File: src/rtl/trap_pkg.sv
package trap_pkg;
  typedef enum logic [2:0] {
    CAUSE_RESET = 3'd0,
    CAUSE_BREAK = 3'd1,
    CAUSE_IBUS  = 3'd2,
    CAUSE_WATCH = 3'd3,
    CAUSE_DBUS  = 3'd4,
    CAUSE_DIVZ  = 3'd5,
    CAUSE_IRQ   = 3'd6,
    CAUSE_SCALL = 3'd7
  } cause_e;

  typedef enum logic [1:0] {
    SEL_IE   = 2'd0,
    SEL_IP   = 2'd1,
    SEL_EBA  = 2'd2,
    SEL_DEBA = 2'd3
  } csr_sel_e;

  // strobes from control to datapath
  typedef struct packed {
    logic   take;
    logic   isBreak;
    cause_e cause;
    logic   retExc;
    logic   retBrk;
    logic   csrWr;
  } trap_strobe_t;

  localparam int EXC_RET_REG = 30;
  localparam int BRK_RET_REG = 31;
  localparam int VEC_SHIFT   = 5;
endpackage

File: src/rtl/trap_ctrl_ctl.sv
module trap_ctrl_ctl
  import trap_pkg::*;
#(
  parameter int XLEN = 32,
  parameter int RF_AW = 5
) (
  input  logic             unmappedErr,
  input  logic             misalignErr,
  input  logic             divValid,
  input  logic [XLEN-1:0]  divisor,
  input  logic             syscallReq,
  input  logic             breakReq,
  input  logic             retValid,
  input  logic [RF_AW-1:0] retReg,
  input  logic             csrWe,
  output trap_strobe_t     strobe
);
  logic dbusHit, divHit;

  assign dbusHit = unmappedErr | misalignErr;
  assign divHit  = divValid && (divisor == '0);

  always_comb begin
    strobe = '0;
    strobe.cause = CAUSE_RESET;
    if (dbusHit) begin
      strobe.take  = 1'b1;
      strobe.cause = CAUSE_DBUS;
    end else if (divHit) begin
      strobe.take  = 1'b1;
      strobe.cause = CAUSE_DIVZ;
    end else if (syscallReq) begin
      strobe.take  = 1'b1;
      strobe.cause = CAUSE_SCALL;
    end else if (breakReq) begin
      strobe.take    = 1'b1;
      strobe.isBreak = 1'b1;
      strobe.cause   = CAUSE_BREAK;
    end
    strobe.retExc = retValid && (retReg == RF_AW'(EXC_RET_REG));
    strobe.retBrk = retValid && (retReg == RF_AW'(BRK_RET_REG));
    strobe.csrWr  = csrWe;
  end
endmodule

File: src/rtl/trap_ctrl_dp.sv
module trap_ctrl_dp
  import trap_pkg::*;
#(
  parameter int XLEN = 32,
  parameter int IRQ_W = 8,
  parameter int BASE_LSB = 8,
  parameter int RF_AW = 5
) (
  input  logic             clk,
  input  logic             rstN,
  input  trap_strobe_t     strobe,
  input  logic [XLEN-1:0]  faultPc,
  input  logic [IRQ_W-1:0] irqIn,
  input  logic [1:0]       csrSel,
  input  logic [XLEN-1:0]  csrWdata,
  output logic [XLEN-1:0]  csrRdata,
  output logic             redirect,
  output logic [XLEN-1:0]  redirectPc,
  output logic             rfWe,
  output logic [RF_AW-1:0] rfAddr,
  output logic [XLEN-1:0]  rfData,
  output logic [2:0]       ieOut
);
  localparam int BASE_W = XLEN - BASE_LSB;

  initial begin
    if (BASE_LSB < VEC_SHIFT + 3) $error("base alignment too small for vector table");
  end

  logic [2:0]        ieQ, ieNext;
  logic [IRQ_W-1:0]  ipQ, ipNext;
  logic [BASE_W-1:0] ebaQ, debaQ;
  logic [XLEN-1:0]   vecPc;
  csr_sel_e          sel;

  assign sel = csr_sel_e'(csrSel);
  assign vecPc = {(strobe.isBreak ? debaQ : ebaQ), {BASE_LSB{1'b0}}}
               | (XLEN'(strobe.cause) << VEC_SHIFT);

  always_comb begin
    ieNext = ieQ;
    if (strobe.take)
      ieNext = strobe.isBreak ? {ieQ[0], 2'b00} : {1'b0, ieQ[0], 1'b0};
    else if (strobe.retExc)
      ieNext = {2'b00, ieQ[1]};
    else if (strobe.retBrk)
      ieNext = {2'b00, ieQ[2]};
    else if (strobe.csrWr && sel == SEL_IE)
      ieNext = csrWdata[2:0];
  end

  always_comb begin
    ipNext = ipQ;
    if (strobe.csrWr && sel == SEL_IP)
      ipNext = ipQ & ~csrWdata[IRQ_W-1:0];
    ipNext = ipNext | irqIn;
  end

  always_ff @(posedge clk) begin
    if (!rstN) begin
      ieQ        <= '0;
      ipQ        <= '0;
      ebaQ       <= '0;
      debaQ      <= '0;
      redirect   <= 1'b0;
      redirectPc <= '0;
      rfWe       <= 1'b0;
      rfAddr     <= '0;
      rfData     <= '0;
    end else begin
      ieQ <= ieNext;
      ipQ <= ipNext;
      if (strobe.csrWr && sel == SEL_EBA)  ebaQ  <= csrWdata[XLEN-1:BASE_LSB];
      if (strobe.csrWr && sel == SEL_DEBA) debaQ <= csrWdata[XLEN-1:BASE_LSB];
      redirect <= strobe.take;
      rfWe     <= strobe.take;
      if (strobe.take) begin
        redirectPc <= vecPc;
        rfData     <= faultPc;
        rfAddr     <= strobe.isBreak ? RF_AW'(BRK_RET_REG) : RF_AW'(EXC_RET_REG);
      end
    end
  end

  always_comb begin
    unique case (sel)
      SEL_IE:   csrRdata = XLEN'(ieQ);
      SEL_IP:   csrRdata = XLEN'(ipQ);
      SEL_EBA:  csrRdata = {ebaQ, {BASE_LSB{1'b0}}};
      default:  csrRdata = {debaQ, {BASE_LSB{1'b0}}};
    endcase
  end

  assign ieOut = ieQ;

  assert_exc_save_R1: assert property (@(posedge clk) disable iff (!rstN)
    strobe.take && !strobe.isBreak |=> redirect && rfWe
      && rfAddr == RF_AW'(EXC_RET_REG) && rfData == $past(faultPc));

  assert_ie_exc_R2: assert property (@(posedge clk) disable iff (!rstN)
    strobe.take && !strobe.isBreak |=> ieQ == {1'b0, $past(ieQ[0]), 1'b0});

  assert_brk_save_R3: assert property (@(posedge clk) disable iff (!rstN)
    strobe.take && strobe.isBreak |=> redirect && rfAddr == RF_AW'(BRK_RET_REG));

  assert_ie_brk_R4: assert property (@(posedge clk) disable iff (!rstN)
    strobe.take && strobe.isBreak |=> ieQ == {$past(ieQ[0]), 2'b00});

  assert_ret_exc_R5: assert property (@(posedge clk) disable iff (!rstN)
    !strobe.take && strobe.retExc |=> ieQ == {2'b00, $past(ieQ[1])});

  assert_ip_clear_R6: assert property (@(posedge clk) disable iff (!rstN)
    strobe.csrWr && sel == SEL_IP |=>
      (ipQ & $past(csrWdata[IRQ_W-1:0]) & ~$past(irqIn)) == '0);

  assert_quiet_R8: assert property (@(posedge clk) disable iff (!rstN)
    !strobe.take |=> !redirect && !rfWe);
endmodule

File: src/rtl/trap_ctrl.sv
module trap_ctrl
  import trap_pkg::*;
#(
  parameter int XLEN = 32,
  parameter int IRQ_W = 8,
  parameter int BASE_LSB = 8,
  parameter int RF_AW = 5
) (
  input  logic             clk,
  input  logic             rstN,
  input  logic [XLEN-1:0]  faultPc,
  input  logic             unmappedErr,
  input  logic             misalignErr,
  input  logic             divValid,
  input  logic [XLEN-1:0]  divisor,
  input  logic             syscallReq,
  input  logic             breakReq,
  input  logic             retValid,
  input  logic [RF_AW-1:0] retReg,
  input  logic [IRQ_W-1:0] irqIn,
  input  logic             csrWe,
  input  logic [1:0]       csrSel,
  input  logic [XLEN-1:0]  csrWdata,
  output logic [XLEN-1:0]  csrRdata,
  output logic             redirect,
  output logic [XLEN-1:0]  redirectPc,
  output logic             rfWe,
  output logic [RF_AW-1:0] rfAddr,
  output logic [XLEN-1:0]  rfData,
  output logic [2:0]       ieOut
);
  trap_strobe_t strobe;

  trap_ctrl_ctl #(.XLEN(XLEN), .RF_AW(RF_AW)) i_ctl (
    .unmappedErr(unmappedErr), .misalignErr(misalignErr),
    .divValid(divValid), .divisor(divisor),
    .syscallReq(syscallReq), .breakReq(breakReq),
    .retValid(retValid), .retReg(retReg), .csrWe(csrWe),
    .strobe(strobe)
  );

  trap_ctrl_dp #(.XLEN(XLEN), .IRQ_W(IRQ_W), .BASE_LSB(BASE_LSB), .RF_AW(RF_AW)) i_dp (
    .clk(clk), .rstN(rstN), .strobe(strobe), .faultPc(faultPc), .irqIn(irqIn),
    .csrSel(csrSel), .csrWdata(csrWdata), .csrRdata(csrRdata),
    .redirect(redirect), .redirectPc(redirectPc), .rfWe(rfWe),
    .rfAddr(rfAddr), .rfData(rfData), .ieOut(ieOut)
  );
endmodule

File: config.mk
export PLATFORM = sky130hd
export DESIGN_NAME = trap_ctrl
export DESIGN_NICKNAME = d
export VERILOG_FILES = /design/src/rtl/trap_pkg.sv /design/src/rtl/trap_ctrl_ctl.sv /design/src/rtl/trap_ctrl_dp.sv /design/src/rtl/trap_ctrl.sv
export SDC_FILE = /design/constraint.sdc
export NUM_CORES = 1
export LEC_CHECK = 0
export BUFFER_PORTS_ARGS = -buffer_cell sky130_fd_sc_hd__buf_4
export CAP_MARGIN = 15
export CORE_MARGIN = 2
export CORE_UTILIZATION = 35
export DETAILED_ROUTE_END_ITERATION = 6
export GPL_TIMING_DRIVEN = 0
export SYNTH_ARGS = -nofsm -noshare
export SYNTH_HDL_FRONTEND = slang
export SYNTH_SLANG_ARGS = --single-unit
File: constraint.sdc
create_clock -name clk -period 6.05 [get_ports clk]
set_clock_uncertainty 0.05 [all_clocks]
set_input_delay 1.815 -clock clk [delete_from_list [all_inputs] [get_ports clk]]
set_output_delay 1.815 -clock clk [all_outputs]
set_load 0.02 [all_outputs]
==> results of run 1 <==
-- sequential cells by signal, indices dropped and copies added (netlist names) --
register / flops
i_dp.debaQ: 24
i_dp.ebaQ: 24
i_dp.ieOut: 3
i_dp.ipQ: 8
i_dp.redirect: 1
i_dp.redirectPc: 27
i_dp.rfAddr: 2
i_dp.rfData: 32
-- power groups by stage --
stage               registers, mW  clock network (mW)  logic (mW)
finish                      0.856               0.945       0.290
global route                0.860               0.991       0.314
CTS                         0.856               0.960       0.294
detailed placement          0.872                   0       0.293
global placement            0.871                   0       0.289
floorplan                   0.894                   0       0.119
-- routing by layer --
layer  part of all wire  track usage
met1               0.42        0.255
met2               0.50        0.374
met3              0.059       0.0450
met4              0.025       0.0972
met5                  0            0
-- cell type report --
type	count	area, um^2
buffer	57	288
clock buffer	29	510
clock inverter	2	35.0
fill	1444	7320
inverter	2	7.51
multi-input combinational	455	2780
sequential	121	2420
tap	211	264
timing repair buffer	218	1640
-- cell usage after synthesis (all sizes together) --
cell type  count
nand2        199
dfxtp        121
mux2i         86
a21boi        49
clkbuf        40
nor2b         35
o211a         24
buf           17
a21oi         11
nor2          11
nor4           8
and2           7
nor3           5
nand3          3
and3           2
inv            2
nor4b          2
o21ai          2
o31a           2
a211oi         1
conb           1
nand4          1
nor3b          1
or2            1
-- path summary, 6_finish.rpt --
| kind | startpoint | to | slack, ns | cells after the start |
|---|---|---|---|---|
| min | i_dp.rfData[9]$_SDFFE_PN0P_ | i_dp.rfData[9]$_SDFFE_PN0P_ | 0.41 | 2 |
| min reg2reg | i_dp.rfData[9]$_SDFFE_PN0P_ | i_dp.rfData[9]$_SDFFE_PN0P_ | 0.41 | 2 |
| max reg2reg | i_dp.ieOut[1]$_SDFFE_PN0P_ | i_dp.ieOut[1]$_SDFFE_PN0P_ | 4.95 | 4 |
| max | csrSel[0] | csrRdata[10] | 0.60 | 6 |
-- critical path: cells and delay by family --
kind | cells | cell delay [ns]
buf+inv | 4 | 1.32
mux | 1 | 0.34
simple gates | 1 | 0.09
-- stage by stage --
stage	cells	worst slack [ns]	cell area (um^2)	hold WS, ns	utilization
final	1095	0.599	7940	0.411	0.520
after global placement	1064	0.590	7400	0.397	0.485
after detailed placement	1064	0.606	7400	0.406	0.485
after floorplan	635	1.23	5500	0.406	-
after CTS	1095	0.601	7940	0.414	0.520
after global routing	1095	0.532	7940	0.440	0.520
-- cells by family after synthesis --
group | count (synthesis) | share of synthesized area
mux | 86 | 0.157
buf+inv | 59 | 0.0539
compound gates | 89 | 0.127
other cells | 1 | 0.000684
flops | 121 | 0.442
simple gates | 275 | 0.219
==> results.sh, run 1 <==
export IMPL_outcome="completed"
export IMPL_cts_reportedPaths_clkPinSlew_ns=0.05
export IMPL_critPathMostFrequentCell="buf_4"
export IMPL_drv_cap=0
export IMPL_ys_seq_area_frac=0.442
export IMPL_holdCritPathClass="reg -> reg"
export IMPL_post_cts_resized=0
export IMPL_avgSynthCellArea_um2=8.69
export IMPL_cts_sinks=121
export IMPL_synthCells=631
export IMPL_grt_ovfl_total=0
export IMPL_postRouteAntennaNets=0
export IMPL_postCtsSetupRepairBufs=0
export IMPL_post_drt_wl_per_cell_um=16.7
export IMPL_worst_pin_slew_ns=0.839
export IMPL_p_leak_nw=3.69
export IMPL_firstDrtPassIters=4
export IMPL_synth_distinct_cells=29
export IMPL_vias_per_cell=4.76
export IMPL_yosys_warnings=0
export IMPL_clock_path_buffers=2
export IMPL_core_area_um2=15300
export IMPL_finalCritPeriodShare=0.901
export IMPL_start_util=0.359
export IMPL_dieArea_um2=16700
export IMPL_required_ns=4.18
export IMPL_fin_tns_setup_ns=0
export IMPL_setup_viol=0
export IMPL_fp_dieW_um=129
export IMPL_rsz0062_at_grt="no"
export IMPL_hold_viol_final=0
export IMPL_synth_top_area_share=0.442
export IMPL_cp_slowest_cell="buf_1"
export IMPL_synth_cell_area_um2=5480
export IMPL_cp_max_fo=10
export IMPL_final_common_cell="buf_4"
export IMPL_placementRows=45
export IMPL_clk_latency_ns=0.41
export IMPL_cp_start_kind="primary input"
export IMPL_dr_first_iter_drc_count=269
export IMPL_cp_end_kind="output port"
export IMPL_drt_total_wl_um=18300
export IMPL_p_clk_frac=0.452
export IMPL_grt_first_pass_wirelength_um=27400
export IMPL_synth_top_area_cell="dfxtp_1"
export IMPL_cts_root_buf="clkbuf_16"
export IMPL_fin_crit_ns=5.45
export IMPL_grt_max_degree=17
export IMPL_ys_ff_latch=121
export IMPL_drv_slew=0
export IMPL_holdBufCountCts=0
export IMPL_drive_above_1_share=0.294
export IMPL_die_h_um=129
export IMPL_share_seq_of_total_power=0.409
export IMPL_relSlewSlack=0.441
export IMPL_power_density_nw_per_um2=263
export IMPL_max_stage_delay_ns=0.57
export IMPL_port_buffers=218
export IMPL_p_sw_uw=512
export IMPL_area_growth_pct=44.9
export IMPL_place_congestion=0.823
export IMPL_tritoncts="done"
export IMPL_final_cell_mix="buf_4, nand2_1, dfxtp_1"
export IMPL_grt_use_total=0.215
export IMPL_antenna_found_initial=0
export IMPL_drc=0
export IMPL_worst_setup_path_type="in -> out"
export IMPL_p_sw_frac=0.245
export IMPL_synth_area_top_cells="dfxtp_1, mux2i_1, nand2_1"
export IMPL_path_cells="buf_4 > buf_1 > buf_2 > mux2i_1 > nor2b_1 > buf_4"
export IMPL_nets=992
export IMPL_vias=5217
export IMPL_grt_pass1_vias=5405
export IMPL_antenna_cells=0
export IMPL_arrival_ns=3.59
export IMPL_io_pins=226
export IMPL_cts_made_buffers=17
export IMPL_pwr_share_comb=0.139
export IMPL_post_dp_hpwl_um=13800
export IMPL_internal_power_mw=1.58
export IMPL_total_power_mw=2.09
export IMPL_htree_levels=4
export IMPL_ir_drop_uv=183
export IMPL_max_freq_ghz=0.183
Power figures use the tool's default switching activity.
==> run 2, diff against run 1 <==
Settings changed: RECOVER_POWER from default to 100.
==> results.sh, run 2 (synthesized netlist as in run 1, its figures left out) <==
export IMPL_antenna_found_initial=0
export IMPL_grt_max_degree=17
export IMPL_core_area_um2=15300
export IMPL_grt_use_total=0.215
export IMPL_largest_register="i_dp.rfData"
export IMPL_final_common_cell="nand2_1"
export IMPL_area_growth_pct=37.9
export IMPL_grt_pass1_vias=5405
export IMPL_cp_start_kind="primary input"
export IMPL_fin_crit_ns=5.63
export IMPL_fin_ws_ns=0.419
export IMPL_max_freq_ghz=0.178
export IMPL_outcome="completed"
export IMPL_post_dp_hpwl_um=13800
export IMPL_setup_viol=0
export IMPL_max_stage_delay_ns=0.61
export IMPL_worst_pin_slew_ns=0.829
export IMPL_final_cell_mix="nand2_1, clkbuf_1, buf_4"
export IMPL_post_drt_wl_per_cell_um=16.8
export IMPL_drv_slew=0
export IMPL_postRouteAntennaNets=0
export IMPL_firstDrtPassIters=4
export IMPL_reg_top3="i_dp.rfData (32), i_dp.redirectPc (27)"
export IMPL_finalCritPeriodShare=0.931
export IMPL_worst_setup_path_type="in -> out"
export IMPL_start_util=0.359
export IMPL_relSlewSlack=0.447
export IMPL_required_ns=4.18
export IMPL_holdCritPathClass="reg -> reg"
export IMPL_cp_slowest_cell="clkbuf_1"
export IMPL_power_density_nw_per_um2=274
export IMPL_path_buf_inv=4
export IMPL_crit_cells=6
export IMPL_holdBufCountCts=0
export IMPL_grt_ovfl_total=0
export IMPL_fin_cells=1095
export IMPL_place_area_um2=7400
export IMPL_drc=0
export IMPL_drive_above_1_share=0.183
export IMPL_cp_end_kind="output port"
export IMPL_largest_register_ffs=32
export IMPL_nets=992
export IMPL_finish_instance_area_um2=7560
export IMPL_postCtsSetupRepairBufs=0
export IMPL_cts_root_buf="clkbuf_16"
export IMPL_place_congestion=0.823
export IMPL_clock_path_buffers=2
export IMPL_grt_first_pass_wirelength_um=27400
export IMPL_htree_levels=4
export IMPL_die_h_um=129
export IMPL_p_leak_nw=3.28
export IMPL_placementRows=45
export IMPL_place_ws_ns=0.606
export IMPL_total_power_mw=2.07
export IMPL_numPlacedInstances=1064
export IMPL_post_cts_resized=0
export IMPL_io_pins=226
export IMPL_cts_made_buffers=17
export IMPL_dieArea_um2=16700
export IMPL_drt_total_wl_um=18400
export IMPL_dr_first_iter_drc_count=283
export IMPL_fp_dieW_um=129
export IMPL_ir_drop_uv=184
export IMPL_hold_viol_final=0
export IMPL_whs_path_depth=2
export IMPL_crit_family="buffers and inverters"
export IMPL_path_cells="clkbuf_1 > clkbuf_1 > clkbuf_2 > mux2i_1 > nor2b_1 > clkbuf_1"
export IMPL_cp_max_fo=10
export IMPL_port_buffers=218
export IMPL_antenna_cells=0
export IMPL_arrival_ns=3.77
export IMPL_drv_cap=0
export IMPL_rsz0062_at_grt="no"
export IMPL_tritoncts="done"
export IMPL_critPathMostFrequentCell="clkbuf_1"
export IMPL_fin_tns_setup_ns=0
export IMPL_vias=5223
export IMPL_reg2reg_depth=4
export IMPL_cts_sinks=121
export IMPL_cts_reportedPaths_clkPinSlew_ns=0.05
export IMPL_clk_latency_ns=0.41
export IMPL_vias_per_cell=4.77
-- run 2: cell count changes in the layout (fill, tap and decap cells not counted), moves of 4 or more --
cell      previous run  this run
clkbuf_1            48       146
clkbuf_4             0         4
and2_1               6         0
buf_6                5         0
and2_0               0         7
buf_4              227       131
-- run 2: routing by layer --
metal,global-route usage,up-vias,part of all wire
met2,0.374,169,0.50
li1,-,2573,-
met4,0.0972,0,0.022
met1,0.255,2451,0.42
met5,0,-,0
met3,0.0450,30,0.060
-- run 2: area by class of cell --
class	instances	area, um^2
flip-flops and latches	121	2420
fillers	1541	7700
plain buffers	57	250
clock inverters	2	35.0
well taps	211	264
repair buffers	218	1290
clock buffers	29	510
inverters	2	7.51
multi-input cells	455	2780
-- run 2: worst paths after layout --
path | to | slack, ns | from
worst min register to register | i_dp.rfData[31]$_SDFFE_PN0P_ | 0.41 | i_dp.rfData[31]$_SDFFE_PN0P_
worst max-delay path | csrRdata[10] | 0.42 | csrSel[0]
worst max register to register | i_dp.ieOut[1]$_SDFFE_PN0P_ | 4.94 | i_dp.ieOut[1]$_SDFFE_PN0P_
worst min-delay path | i_dp.rfData[31]$_SDFFE_PN0P_ | 0.41 | i_dp.rfData[31]$_SDFFE_PN0P_
-- run 2: per-stage QoR --
step           hold slack, ns  utilization
6_report                0.410        0.495
5_1_grt                 0.439        0.495
3_3_place_gp            0.397        0.485
2_1_floorplan           0.406            -
3_5_place_dp            0.406        0.485
4_1_cts                 0.414        0.520
-- run 2: worst reg2reg max path, cell delays in order (launching register included) --
cell and delay, ns:
dfxtp_1 0.38, mux2i_1 0.09, nor4b_1 0.35, nand2_1 0.08, o21ai_0 0.08
-- run 2: where the power goes --
group / total, mW / switching (mW) / internal [mW]
clock network: 0.949 / 0.343 / 0.606
logic: 0.268 / 0.151 / 0.117
registers: 0.856 / 0.0218 / 0.834
total: 2.07 / 0.515 / 1.56
